<file path="config.mk">
export PLATFORM = sky130hd
export DESIGN_NAME = svc_status_hub
export DESIGN_NICKNAME = d
export VERILOG_FILES = /design/src/rtl/svc_status_pkg.sv /design/src/rtl/sec_pulse_gen.sv /design/src/rtl/evt_latch_bank.sv /design/src/rtl/svc_status_hub.sv
export SDC_FILE = /design/constraint.sdc
export NUM_CORES = 1
export LEC_CHECK = 0
export ABC_AREA = 1
export BUFFER_PORTS_ARGS = -buffer_cell sky130_fd_sc_hd__buf_2
export CAP_MARGIN = 20
export CORE_ASPECT_RATIO = 0.8
export CORE_MARGIN = 2
export CORE_UTILIZATION = 47
export DETAILED_ROUTE_END_ITERATION = 12
export GPL_TIMING_DRIVEN = 0
export PLACE_DENSITY = 0.78
export SYNTH_ARGS = -nofsm -noshare
export SYNTH_HDL_FRONTEND = slang
export SYNTH_HIERARCHICAL = 1
export SYNTH_SLANG_ARGS = --single-unit
export TNS_END_PERCENT = 30
</file>
<file path="constraint.sdc">
create_clock -name clk -period 1.5 [get_ports clk]
set_input_delay 0.3 -clock clk [delete_from_list [all_inputs] [get_ports clk]]
set_output_delay 0.3 -clock clk [all_outputs]
set_load 0.02 [all_outputs]
</file>
<file path="src/rtl/svc_status_pkg.sv">
package svc_status_pkg;
  localparam int DATA_W = 16;
  localparam int ADDR_W = 8;
  localparam logic [ADDR_W-1:0] STAT_ADDR = 8'h08;
  localparam logic [ADDR_W-1:0] MASK_ADDR = 8'h0A;
  localparam int BIT_SEC = 0;
  localparam int BIT_SAT = 1;
  localparam int BIT_CHK = 2;
  localparam int NUM_LATCHED = 2;
  localparam logic [DATA_W-1:0] IMPL_BITS = 16'h0007;
endpackage

</file>
<file path="src/rtl/sec_pulse_gen.sv">
module sec_pulse_gen #(
  parameter int SEC_COUNT = 1000
) (
  input  logic clk,
  input  logic rst,
  input  logic ref_tick,
  output logic sec_pulse
);
  localparam int CW = (SEC_COUNT > 1) ? $clog2(SEC_COUNT) : 1;
  localparam logic [CW-1:0] LAST = CW'(SEC_COUNT - 1);

  logic [CW-1:0] cnt_q;
  logic          wrap;

  assign wrap = ref_tick && (cnt_q == LAST);

  always_ff @(posedge clk) begin
    if (rst) begin
      cnt_q     <= '0;
      sec_pulse <= 1'b0;
    end else begin
      sec_pulse <= wrap;
      if (ref_tick) cnt_q <= wrap ? '0 : cnt_q + 1'b1;
    end
  end

  // count only advances on reference ticks
  a_r2_hold_without_tick: assert property (@(posedge clk) disable iff (rst)
    !ref_tick |=> $stable(cnt_q));
  // boundary pulse lasts a single cycle
  a_r2_single_pulse: assert property (@(posedge clk) disable iff (rst)
    (sec_pulse && SEC_COUNT > 1) |=> !sec_pulse);
endmodule

</file>
<file path="src/rtl/evt_latch_bank.sv">
module evt_latch_bank #(
  parameter int N = 2
) (
  input  logic         clk,
  input  logic         rst,
  input  logic [N-1:0] evt_lvl,
  input  logic         clr,
  output logic [N-1:0] latch_q,
  output logic [N-1:0] latch_d
);
  logic [N-1:0] prev_q;
  logic [N-1:0] rise;

  for (genvar i = 0; i < N; i++) begin : g_bit
    assign rise[i]    = evt_lvl[i] & ~prev_q[i];
    assign latch_d[i] = rise[i] | (latch_q[i] & ~clr);

    always_ff @(posedge clk) begin
      if (rst) begin
        prev_q[i]  <= 1'b0;
        latch_q[i] <= 1'b0;
      end else begin
        prev_q[i]  <= evt_lvl[i];
        latch_q[i] <= latch_d[i];
      end
    end

    // an event never loses to a clearing read
    a_r5_event_wins: assert property (@(posedge clk) disable iff (rst)
      (evt_lvl[i] && !prev_q[i]) |=> latch_q[i]);
    // a read with no new event clears the bit
    a_r3_clear_on_read: assert property (@(posedge clk) disable iff (rst)
      (clr && !(evt_lvl[i] && !prev_q[i])) |=> !latch_q[i]);
    // a level held high cannot set the bit again
    a_r4_level_no_reset: assert property (@(posedge clk) disable iff (rst)
      (evt_lvl[i] && prev_q[i] && !latch_q[i]) |=> !latch_q[i]);
  end
endmodule

</file>
<file path="src/rtl/svc_status_hub.sv">
module svc_status_hub
  import svc_status_pkg::*;
#(
  parameter int SEC_COUNT = 1000
) (
  input  logic              clk,
  input  logic              rst,
  input  logic              ref_tick,
  input  logic              sat_lvl,
  input  logic              chk_sync_chg,
  input  logic              chk_bit_err,
  input  logic              chk_cnt_ovf,
  input  logic              chk_irq_en,
  input  logic [ADDR_W-1:0] host_addr,
  input  logic              host_rd,
  input  logic              host_wr,
  input  logic [DATA_W-1:0] host_wdata,
  output logic [DATA_W-1:0] host_rdata,
  output logic              irq
);
  logic                   sec_pulse;
  logic                   rd_stat;
  logic                   wr_mask;
  logic [NUM_LATCHED-1:0] evt_lvl;
  logic [NUM_LATCHED-1:0] lat_q;
  logic [NUM_LATCHED-1:0] lat_d;
  logic                   rt_q;
  logic                   rt_d;
  logic [DATA_W-1:0]      mask_q;
  logic [DATA_W-1:0]      mask_d;
  logic [DATA_W-1:0]      stat_q;
  logic [DATA_W-1:0]      stat_d;

  assign rd_stat = host_rd && (host_addr == STAT_ADDR);
  assign wr_mask = host_wr && (host_addr == MASK_ADDR);

  sec_pulse_gen #(.SEC_COUNT(SEC_COUNT)) u_sec (
    .clk       (clk),
    .rst       (rst),
    .ref_tick  (ref_tick),
    .sec_pulse (sec_pulse)
  );

  assign evt_lvl[BIT_SEC] = sec_pulse;
  assign evt_lvl[BIT_SAT] = sat_lvl;

  evt_latch_bank #(.N(NUM_LATCHED)) u_lat (
    .clk     (clk),
    .rst     (rst),
    .evt_lvl (evt_lvl),
    .clr     (rd_stat),
    .latch_q (lat_q),
    .latch_d (lat_d)
  );

  assign rt_d   = chk_irq_en & (chk_sync_chg | chk_bit_err | chk_cnt_ovf);
  assign mask_d = wr_mask ? (host_wdata & IMPL_BITS) : mask_q;

  always_comb begin
    stat_q = '0;
    stat_d = '0;
    stat_q[NUM_LATCHED-1:0] = lat_q;
    stat_d[NUM_LATCHED-1:0] = lat_d;
    stat_q[BIT_CHK] = rt_q;
    stat_d[BIT_CHK] = rt_d;
  end

  always_ff @(posedge clk) begin
    if (rst) begin
      rt_q       <= 1'b0;
      mask_q     <= '0;
      host_rdata <= '0;
      irq        <= 1'b0;
    end else begin
      rt_q   <= rt_d;
      mask_q <= mask_d;
      irq    <= |(stat_d & mask_d);
      if (host_rd) begin
        if (host_addr == STAT_ADDR)      host_rdata <= stat_q;
        else if (host_addr == MASK_ADDR) host_rdata <= mask_q;
        else                             host_rdata <= '0;
      end
    end
  end

  // interrupt agrees with masked status held in registers
  a_r8_irq_matches: assert property (@(posedge clk) disable iff (rst)
    irq == |(stat_q & mask_q));
  // unimplemented mask bits stay zero
  a_r7_mask_bits: assert property (@(posedge clk) disable iff (rst)
    (mask_q & ~IMPL_BITS) == '0);
  // status reads never expose upper bits
  a_r9_upper_zero: assert property (@(posedge clk) disable iff (rst)
    rd_stat |=> host_rdata[DATA_W-1:3] == '0);
  // real-time bit follows the qualified summary
  a_r6_realtime: assert property (@(posedge clk) disable iff (rst)
    (chk_irq_en && (chk_sync_chg || chk_bit_err || chk_cnt_ovf)) |=> rt_q);
endmodule

</file>
==> results of run 1 <==
-- final cells by class --
type                    count  area [sq um]
well taps                  36          45.0
clock inverters             1          5.00
flip-flops and latches     23           460
inverters                  34           128
fillers                   252           990
clock buffers               3          22.5
multi-input cells         124           614
repair buffers             24           120
plain buffers              13          97.6
-- cell usage in the layout (no fill, tap or decap), types with 2 or more instances in the layout --
cell type and count:
buf_4 13, inv_1 31, nand4_1 2, nor2_2 4
nand3_1 14, nor2_4 3, nor3_1 2, a21oi_1 4
xor2_1 3, dfxtp_1 23, nand2_2 3, o21ai_0 2
nand2_1 41, inv_2 3, nand3_2 2, buf_2 24
conb_1 13, nor2_1 22, nor3_2 3, clkbuf_4 3
-- routing by layer --
layer  GRT usage, %  vias up  share of wire, %
met3           4.64        2               5.5
met5              0        -                 0
met2           23.3       22                46
met1           17.7      467                48
met4           3.19        0              0.57
li1               -      607                 -
-- kinds of logic (layout without fill, tap and decap cells) --
logic type / after synthesis / count (layout) / synth area share, %
buffers and inverters: 47 / 75 / 17.9
AO/OA/AOI/OAI: 8 / 8 / 3.59
adder cells (fa/ha/maj): 1 / 1 / 0.997
flip-flops: 23 / 23 / 36.7
XOR/XNOR: 3 / 3 / 2.09
AND/OR/NAND/NOR: 99 / 99 / 38.4
other: 1 / 13 / 0.299
-- sequential cells by signal, indices dropped and copies added, names as in the netlist --
signal / count
u_lat/latch_q: 2
irq: 1
rt_q: 1
u_sec/cnt_q: 10
mask_q: 3
host_rdata: 3
u_sec/sec_pulse: 1
u_lat/prev_q: 2
-- how the worst max path moves through the flow --
stage | from | endpoint | slack, ns | cells past startpoint
after global routing | u_sec/cnt_q[0] | u_sec/cnt_q[8] | 0.13 | 8
after global placement | host_addr[7] | irq | 0.08 | 11
after CTS | u_sec/cnt_q[0] | u_sec/cnt_q[6] | 0.22 | 8
after detailed placement | host_addr[7] | irq | 0.07 | 11
after floorplan | host_addr[7] | irq | 0.32 | 10
final | u_sec/cnt_q[0] | u_sec/cnt_q[6] | 0.23 | 8
-- through the flow --
step / hold slack [ns] / setup WS [ns]
final: 0.192 / 0.225
after floorplan: 0.369 / 0.322
after global placement: 0.414 / 0.0825
after detailed placement: 0.418 / 0.0675
after CTS: 0.176 / 0.217
after global routing: 0.172 / 0.127
-- power breakdown --
group	leakage [nW]	total [mW]	internal, mW	switching (mW)
logic	0.576	0.146	0.0606	0.0855
clock network	0.0177	0.281	0.0996	0.181
registers	0.187	0.629	0.622	0.00658
-- critical path, stage by stage (launching register included) --
cell     delay [ns]
dfxtp_1        0.40
ha_1           0.18
nand2_1        0.10
nor2_1         0.13
nand3_2        0.12
nand2_4        0.10
inv_2          0.06
nand2_1        0.07
nor2_2         0.03
==> summary.txt, run 1 <==
Post-synth EDFFs -> 0
Placed Cells -> 254
worst clock skew -> 0.00246 ns
Ports -> 51
cell count after synthesis -> 182
Std-Cell Core Area -> 0.00248 sq mm
final cell count without fillers -> 258
Setup-failing EPs final -> 0
layout cells sized above 1 -> 27.0%
CTS tree -> done
cell area after layout -> 0.00149 sq mm
post-cts sizing count -> 0
DR WL/cell -> 8.15 um
total power -> 1.06 mW
Num Clock Sinks -> 23
initial antenna violation count -> 0
crit-path max FO -> 5
Synth top area share -> 36.7%
Worst R2R Path Depth -> 8
critical path type -> reg2reg
Hold Fails Final Rpt -> 0
PortBufs -> 24
Min-Delay Endpoint -> u_lat/prev_q[1]
Max VDD drop -> 0.000507 V
ANT nets after route -> 0
Max-Cap Viols -> 0
routed wire length -> 2.10 mm
min Tclk post-route -> 1.27 ns
initial drt markers -> 41
LEAKAGE -> 0.781 nW
critical path arrival -> 1.49 ns
site row count -> 16
Detailed Place HPWL -> 1.68 mm
largest net degree at the start of global routing -> 14
Clock Latency Late Sink -> 0.31 ns
Yosys reg bits -> 23
vias in the first global route -> 872
part of the Yosys area used for sequential elements -> 36.7%
gr usage total -> 14.1%
Vias -> 1098
Cell Pwr Density -> 707 mW/mm^2
H-Tree Depth -> 1
synthesized area -> 0.00125 sq mm
placed cell areas -> 0.00147 sq mm
post-synthesis cell type count -> 24
# DRC -> 0
Synth area leaders -> dfxtp_1 (37%), nand2_1 (12%), inv_1 (9.3%)
hold path cells -> 3
Setup crit end kind -> flip-flop
clk buf depth -> 2
RR Endpoint -> u_sec/cnt_q[6]
postcts setup bufs -> 0
# diodes -> 0
RSZ-0062 raised after global routing -> false
top-count cell post-synth -> nand2_1
top cell type by total area after synthesis -> dfxtp_1
Reg2Reg Setup Slack -> 0.23 ns
CP Data Required Time -> 1.72 ns
status -> completed
die area -> 0.00310 sq mm
Slew Viols, Final -> 0
fin crit share -> 85.0%
TritonCTS buffer count -> 3
Worst Hold Class -> in2reg
Reg-to-Reg Start -> u_sec/cnt_q[0]
ys flop type -> dfxtp_1
starting density of the core -> 50.6%
# hold bufs at CTS -> 0
grt total ovfl -> 0
Final GP Congestion -> 0.821
vias per inst -> 4.26
final core utilization -> 60.1%
Async SR Flop Fraction -> 0%
height of the chip -> 50.2 um
Post-synth top cells -> nand2_1 (41), inv_1 (31), dfxtp_1 (23), nor2_1 (22), nand3_1 (14)
drt pass-1 iters -> 4
global-route wire length before repair -> 3.34 mm
clock root buffer -> clkbuf_4
critical hold path startpoint -> sat_lvl
Mean Syn Cell Area -> 6.90 sq um
DIE WIDTH -> 61.8 um
Setup TNS -> 0 ns
CTS clk-pin slew, worst paths -> 0.12 ns
Layout Nets -> 258
P&R area growth vs syn -> 18.9%
Synth warnings -> 6
CP Launch Type -> flip-flop
fmax -> 784 MHz
Power figures use the tool's default switching activity.
==> run 2, diff against run 1 <==
--- a/config.mk
+++ b/config.mk
@@ -5,12 +5,12 @@
 export SDC_FILE = /design/constraint.sdc
 export NUM_CORES = 1
 export LEC_CHECK = 0
-export ABC_AREA = 1
+export ABC_AREA = 0
 export BUFFER_PORTS_ARGS = -buffer_cell sky130_fd_sc_hd__buf_2
 export CAP_MARGIN = 20
 export CORE_ASPECT_RATIO = 0.8
 export CORE_MARGIN = 2
-export CORE_UTILIZATION = 47
+export CORE_UTILIZATION = 46
 export DETAILED_ROUTE_END_ITERATION = 12
 export GPL_TIMING_DRIVEN = 0
 export PLACE_DENSITY = 0.78
==> constraint.sdc (replaced) <==
create_clock -name clk -period 1.3 [get_ports clk]
set_input_delay 0.26 -clock clk [delete_from_list [all_inputs] [get_ports clk]]
set_output_delay 0.26 -clock clk [all_outputs]
set_load 0.02 [all_outputs]
==> run 2 against run 1 <==
The run now ends with setup timing left. Via count down 11%. Worst hold slack improved by 0.014 ns. Highest routed layer unchanged. Final cell count fell by 24%.
==> summary.txt, run 2 <==
status -> finished with violations
failing checks -> setup timing
largest reg by FF count -> u_sec/cnt_q
final core utilization -> 64.5% (+4.4 points)
Layout Nets -> 204 (-21%)
cell count after synthesis -> 123 (-32%)
height of the chip -> 48.7 um (-2.9%)
Synth top area share -> 40.0% (+3.3 points)
fmax -> 724 MHz
total power -> 1.25 mW (+19%)
final cell count without fillers -> 195 (-24%)
Slew Viols, Final -> 0 (unchanged)
Clock Latency Late Sink -> 0.31 ns (about the same)
critical path arrival -> 1.58 ns (+0.09 ns)
Hold Slack -> 0.207 ns (+0.0144 ns)
Setup-failing EPs final -> 7 (+7)
Max-Cap Viols -> 0 (unchanged)
crit-path max FO -> 2 (-3)
pre-CTS setup slack -> -0.519 ns (-0.586 ns)
P&R area growth vs syn -> 34.7%
critical path type -> in2reg
Ports -> 51 (unchanged)
min Tclk post-route -> 1.38 ns
LEAKAGE -> 0.664 nW (-15%)
Post-Synth Simple-Gate Area -> 23.8% (-15 points)
top-count cell post-synth -> dfxtp_1
Async SR Flop Fraction -> 0% (unchanged)
Detailed Place HPWL -> 1.65 mm (-1.5%)
clk buf depth -> 2 (unchanged)
Yosys reg bits -> 23 (unchanged)
top cell type by total area after synthesis -> dfxtp_1
Worst Hold Class -> in2reg
largest net degree at the start of global routing -> 13 (-1)
crit-path cells -> buf_6 > nor4b_4 > nand3_2 > nor2_2 > nand2b_4 > nand2_4 > a22oi_2 > nor2_1 > mux2i_1 > o41ai_2
clock root buffer -> clkbuf_4
mux contribution to synthesized area -> 6.09% (+6.1 points)
Cell Pwr Density -> 809 mW/mm^2 (+14%)
Placed Cells -> 185 (-27%)
CP Data Required Time -> 1.50 ns (-0.22 ns)
Regs by FF count -> u_sec/cnt_q: 10 flops, host_rdata: 3 flops, mask_q: 3 flops
Hold Fails Final Rpt -> 0 (unchanged)
commonest cells after routing, fill and taps aside -> buf_2 (21), buf_4 (17), dfxtp_1 (15)
gr usage total -> 16.9% (+2.8 points)
xor and xnor area share after synthesis -> 2.28% (+0.19 points)
Num Clock Sinks -> 23 (unchanged)
Post-synth top cells -> dfxtp_1 (23), buf_4 (13), nor2_1 (12), mux2i_1 (7), nand2_1 (7)
placed cell areas -> 0.00136 sq mm (-6.9%)
post-synthesis cell type count -> 39 (+63%)
Setup TNS -> -0.284 ns (-0.284 ns)
cell at the slowest stage of the critical path -> nor4b_4
worst clock skew -> 0.00561 ns (+0.00315 ns)
Final GP Congestion -> 0.803 (-2.2%)
Largest register FFs -> 10 (unchanged)
global-route wire length before repair -> 3.73 mm (+12%)
commonest non-fill, non-tap cell in the layout -> buf_2
cell area after layout -> 0.00155 sq mm (+3.9%)
Max stage delay on crit path -> 0.29 ns (-0.11 ns)
Synth area leaders -> dfxtp_1 (40%), buf_4 (8.5%), mux2i_1 (6.1%)
fin crit share -> 106%
synthesized area -> 0.00115 sq mm (-8.3%)
# diodes -> 0 (unchanged)
die area -> 0.00292 sq mm (-5.8%)
CTS clk-pin slew, worst paths -> 0.12 ns (about the same)
critical path's top delay family -> simple AND/OR/NAND/NOR gates
part of the Yosys area used for sequential elements -> 40.0% (+3.3 points)
Vias -> 981 (-11%)
site row count -> 16 (unchanged)
setup slack after layout -> -0.0816 ns (-0.307 ns)
worst path bufs/invs -> 1 (unchanged)
DR WL/cell -> 12.4 um (+52%)
vias per inst -> 5.03 (+18%)
Synth warnings -> 6 (unchanged)
PortBufs -> 23 (-4.2%)
# hold bufs at CTS -> 0 (unchanged)
Compound-Gate Fraction of Synth Area -> 14.7% (+11 points)
drt pass-1 iters -> 4 (unchanged)
initial antenna violation count -> 0 (unchanged)
synthesized-area fraction occupied by adder cells -> 1.09% (+0.090 points)
grt total ovfl -> 0 (unchanged)
Setup crit end kind -> flip-flop
ys flop type -> dfxtp_1
DIE WIDTH -> 59.9 um (-3.0%)
Post-synth EDFFs -> 0 (unchanged)
ANT nets after route -> 0 (unchanged)
starting density of the core -> 47.9% (-2.6 points)
vias in the first global route -> 914 (+4.8%)
H-Tree Depth -> 1 (unchanged)
Mean Syn Cell Area -> 9.36 sq um (+36%)
CP Launch Type -> input port
Max VDD drop -> 0.000698 V (+38%)
layout cells sized above 1 -> 45.2% (+18 points)
routed wire length -> 2.41 mm (+15%)
TritonCTS buffer count -> 3 (unchanged)
main combinational cell family by area after synthesis -> simple AND/OR/NAND/NOR gates
RSZ-0062 raised after global routing -> true
# DRC -> 0 (unchanged)
CTS tree -> done
Std-Cell Core Area -> 0.00240 sq mm (-3.2%)
initial drt markers -> 20 (-51%)
[run 2: tightest hold or removal path, cell delays in order]
cell and delay [ns]:
buf_2 0.10, inv_1 0.07, nor3_1 0.06
[run 2: layout make-up]
class                      count  area (sq um)
sequential                    23           480
tap                           27          33.8
clock buffer                   4          26.3
fill                         188           852
inverter                       5          18.8
buffer                        16           116
multi-input combinational     91           694
timing repair buffer          29           180
[run 2: per-layer routing]
layer	wire, um	track usage (%)	up-vias
li1	-	-	504
met1	983	17.4	444
met4	11	4.07	0
met2	1270	31.7	31
met5	0	0	-
met3	151	5.61	2
[run 2: final timing paths]
path | from | slack, ns | endpoint | depth (start not counted)
worst max-delay path | host_addr[7] | -0.08 | irq | 10
worst min-delay path | chk_irq_en | 0.21 | rt_q | 3
worst max register to register | u_sec/cnt_q[3] | -0.06 | u_sec/cnt_q[1] | 3
worst min register to register | host_rdata[0] | 0.51 | host_rdata[0] | 2
[run 2: logic make-up after synthesis]
logic type | Yosys count
AOI/OAI and AO/OA | 21
xor gates and xnor gates | 3
adders and majority gates | 1
buffers and inverters | 21
DFF | 23
muxes | 7
other | 1
and+or+nand+nor | 46
[run 2: what timing repair did]
action	in CTS	in global routing
setup endpoints to repair	10	9
resized for setup	16	12
endpoints found under the hold margin	0	0
buffers inserted	5	1
pin swaps	7	7
gates cloned	0	0
[run 2: power by group]
part           switching (mW)  internal, mW  total (mW)
logic                   0.104        0.0954       0.199
clock network           0.205         0.120       0.325
registers              0.0147         0.715       0.730
total                   0.324         0.931        1.25
==> run 3, diff against run 2 <==
--- a/config.mk
+++ b/config.mk
@@ -7,13 +7,13 @@
 export LEC_CHECK = 0
 export ABC_AREA = 0
 export BUFFER_PORTS_ARGS = -buffer_cell sky130_fd_sc_hd__buf_2
-export CAP_MARGIN = 20
+export CAP_MARGIN = 30
 export CORE_ASPECT_RATIO = 0.8
 export CORE_MARGIN = 2
 export CORE_UTILIZATION = 46
 export DETAILED_ROUTE_END_ITERATION = 12
 export GPL_TIMING_DRIVEN = 0
-export PLACE_DENSITY = 0.78
+export PLACE_DENSITY = 0.9
 export SYNTH_ARGS = -nofsm -noshare
 export SYNTH_HDL_FRONTEND = slang
 export SYNTH_HIERARCHICAL = 1
==> run 3 against run 2 <==
The run still ends with setup timing left. Total power down 1.2%. Combinational power down 9%. Wire length unchanged. First-iteration DRC count up 75%. Largest cell class unchanged. Largest power group unchanged.
==> summary.txt, run 3 (synthesis results as in run 2) <==
setup slack after layout -> -0.101 ns (-0.0190 ns)
layout cells sized above 1 -> 43.1% (-2.1 points)
Slew Viols, Final -> 0 (unchanged)
final cell count without fillers -> 194 (-0.51%)
critical path type -> in2reg
cell internal pwr -> 919 uW (-1.2%)
Worst Hold Class -> in2reg
Setup-failing EPs final -> 8 (+1)
Max VDD drop -> 0.000724 V (+3.8%)
Cell Pwr Density -> 825 mW/mm^2 (+1.9%)
Clock Latency Late Sink -> 0.31 ns (about the same)
grt total ovfl -> 0 (unchanged)
Detailed Place HPWL -> 1.74 mm (+5.2%)
TritonCTS buffer count -> 3 (unchanged)
min Tclk post-route -> 1.40 ns (+0.0190 ns)
Ports -> 51 (unchanged)
H-Tree Depth -> 1 (unchanged)
Hold Slack -> 0.201 ns (-0.00593 ns)
Final GP Congestion -> 0.767 (-4.5%)
P&R area growth vs syn -> 30.5%
NetSw -> 320 uW (-1.1%)
Placed Cells -> 185 (unchanged)
Hold Fails Final Rpt -> 0 (unchanged)
routed wire length -> 2.41 mm (unchanged)
DIE WIDTH -> 59.9 um (unchanged)
vias per inst -> 5.16 (+2.6%)
vias in the first global route -> 908 (-0.66%)
crit-path max FO -> 2 (unchanged)
die area -> 0.00292 sq mm (unchanged)
fin crit share -> 108% (+1.5 points)
Clock Power Share -> 26.2% (+0.3 points)
starting density of the core -> 47.9% (unchanged)
combinational share of power -> 14.7% (-1.2 points)
commonest cells after routing, fill and taps aside -> buf_2 (21), buf_4 (17), dfxtp_1 (15)
# diodes -> 0 (unchanged)
status -> finished with violations
Layout Nets -> 203 (-0.49%)
global-route wire length before repair -> 3.66 mm (-2.0%)
area of the multi-input gates -> 659 sq um (-5.0%)
Num Clock Sinks -> 23 (unchanged)
pre-CTS setup slack -> -0.521 ns (-0.00272 ns)
CP Launch Type -> input port
CTS clk-pin slew, worst paths -> 0.13 ns (about the same)
clk buf depth -> 2 (unchanged)
commonest non-fill, non-tap cell in the layout -> buf_2
ANT nets after route -> 0 (unchanged)
drt pass-1 iters -> 4 (unchanged)
site row count -> 16 (unchanged)
height of the chip -> 48.7 um (unchanged)
Std-Cell Core Area -> 0.00240 sq mm (unchanged)
fmax -> 714 MHz (-1.4%)
CP Data Required Time -> 1.51 ns (about the same)
total power -> 1.24 mW (-1.2%)
initial drt markers -> 35 (+75%)
DR WL/cell -> 12.4 um (+0.52%)
Vias -> 1001 (+2.0%)
failing checks -> setup timing
initial antenna violation count -> 0 (unchanged)
worst clock skew -> 0.00925 ns (+0.00363 ns)
LEAKAGE -> 0.665 nW (+0.20%)
fillers -> 215 (+14%)
largest net degree at the start of global routing -> 14 (+1)
gr usage total -> 16.1% (-0.82 points)
Sw Share -> 25.8% (about the same)
# hold bufs at CTS -> 0 (unchanged)
largest reg by FF count -> u_sec/cnt_q
Largest register FFs -> 10 (unchanged)
Max-Cap Viols -> 0 (unchanged)
PortBufs -> 23 (unchanged)
FF/Latch Area -> 478 sq um (-0.52%)
critical path arrival -> 1.61 ns (+0.03 ns)
CTS tree -> done
RSZ-0062 raised after global routing -> true
sequential power share -> 59.1% (+0.9 points)
# DRC -> 0 (unchanged)
Setup crit end kind -> flip-flop
Regs by FF count -> u_sec/cnt_q: 10 flops, host_rdata: 3 flops, mask_q: 3 flops
clock root buffer -> clkbuf_4
-- run 3: power by group through the flow --
| stage | Combinational [mW] | Sequential (mW) | Clock (mW) |
|---|---|---|---|
| 6_report | 0.182 | 0.732 | 0.324 |
| 5_1_grt | 0.200 | 0.734 | 0.372 |
| 4_1_cts | 0.174 | 0.730 | 0.349 |
| 3_5_place_dp | 0.170 | 0.747 | 0 |
| 3_3_place_gp | 0.165 | 0.746 | 0 |
| 2_1_floorplan | 0.121 | 0.745 | 0 |
-- run 3: worst max-delay path, cell delays in order --
cell and delay, ns:
buf_6 0.10, nor4b_4 0.29, nand3_2 0.12, nor2_2 0.14, nand2b_4 0.16, nand2_4 0.06, a22oi_1 0.16, nor2_1 0.06
mux2i_1 0.18, o41ai_2 0.09
-- run 3: stage by stage --
stage	TNS [ns]	utilization, %	area [sq um]
after global routing	-0.816	62.6	1500
after CTS	-0.420	60.3	1450
after global placement	-1.51	56.8	1360
after floorplan	-0.234	-	1210
final	-0.227	62.6	1500
after detailed placement	-2.10	56.8	1360
-- run 3: path summary, 6_finish.rpt --
path,start,end,slack (ns),depth (start not counted)
min reg2reg,u_sec/cnt_q[0],u_sec/cnt_q[0],0.49,1
min,chk_irq_en,rt_q,0.20,3
max,host_addr[0],irq,-0.10,10
max reg2reg,u_sec/cnt_q[3],u_sec/cnt_q[1],-0.04,3
-- run 3: per-layer routing --
layer  vias to the layer above  wire length [um]  global-route usage (%)
met5                         -                 0                       0
li1                        499                 -                       -
met4                         0                17                    3.33
met1                       450               927                    17.2
met3                         5               177                    4.81
met2                        47              1290                    30.1
-- run 3: final cells by class --
type / instances / share of cell area, %
clock inverter: 1 / 0.333
tap: 27 / 2.25
multi-input combinational: 91 / 43.9
inverter: 5 / 1.25
sequential: 23 / 31.8
timing repair buffer: 28 / 11.2
buffer: 16 / 7.74
clock buffer: 3 / 1.50
-- run 3: timing repair --
action                     in CTS  in global routing
pin swaps                       7                  7
gates resized for setup        12                  8
setup buffers                   3                  2
setup endpoints to repair       9                  9
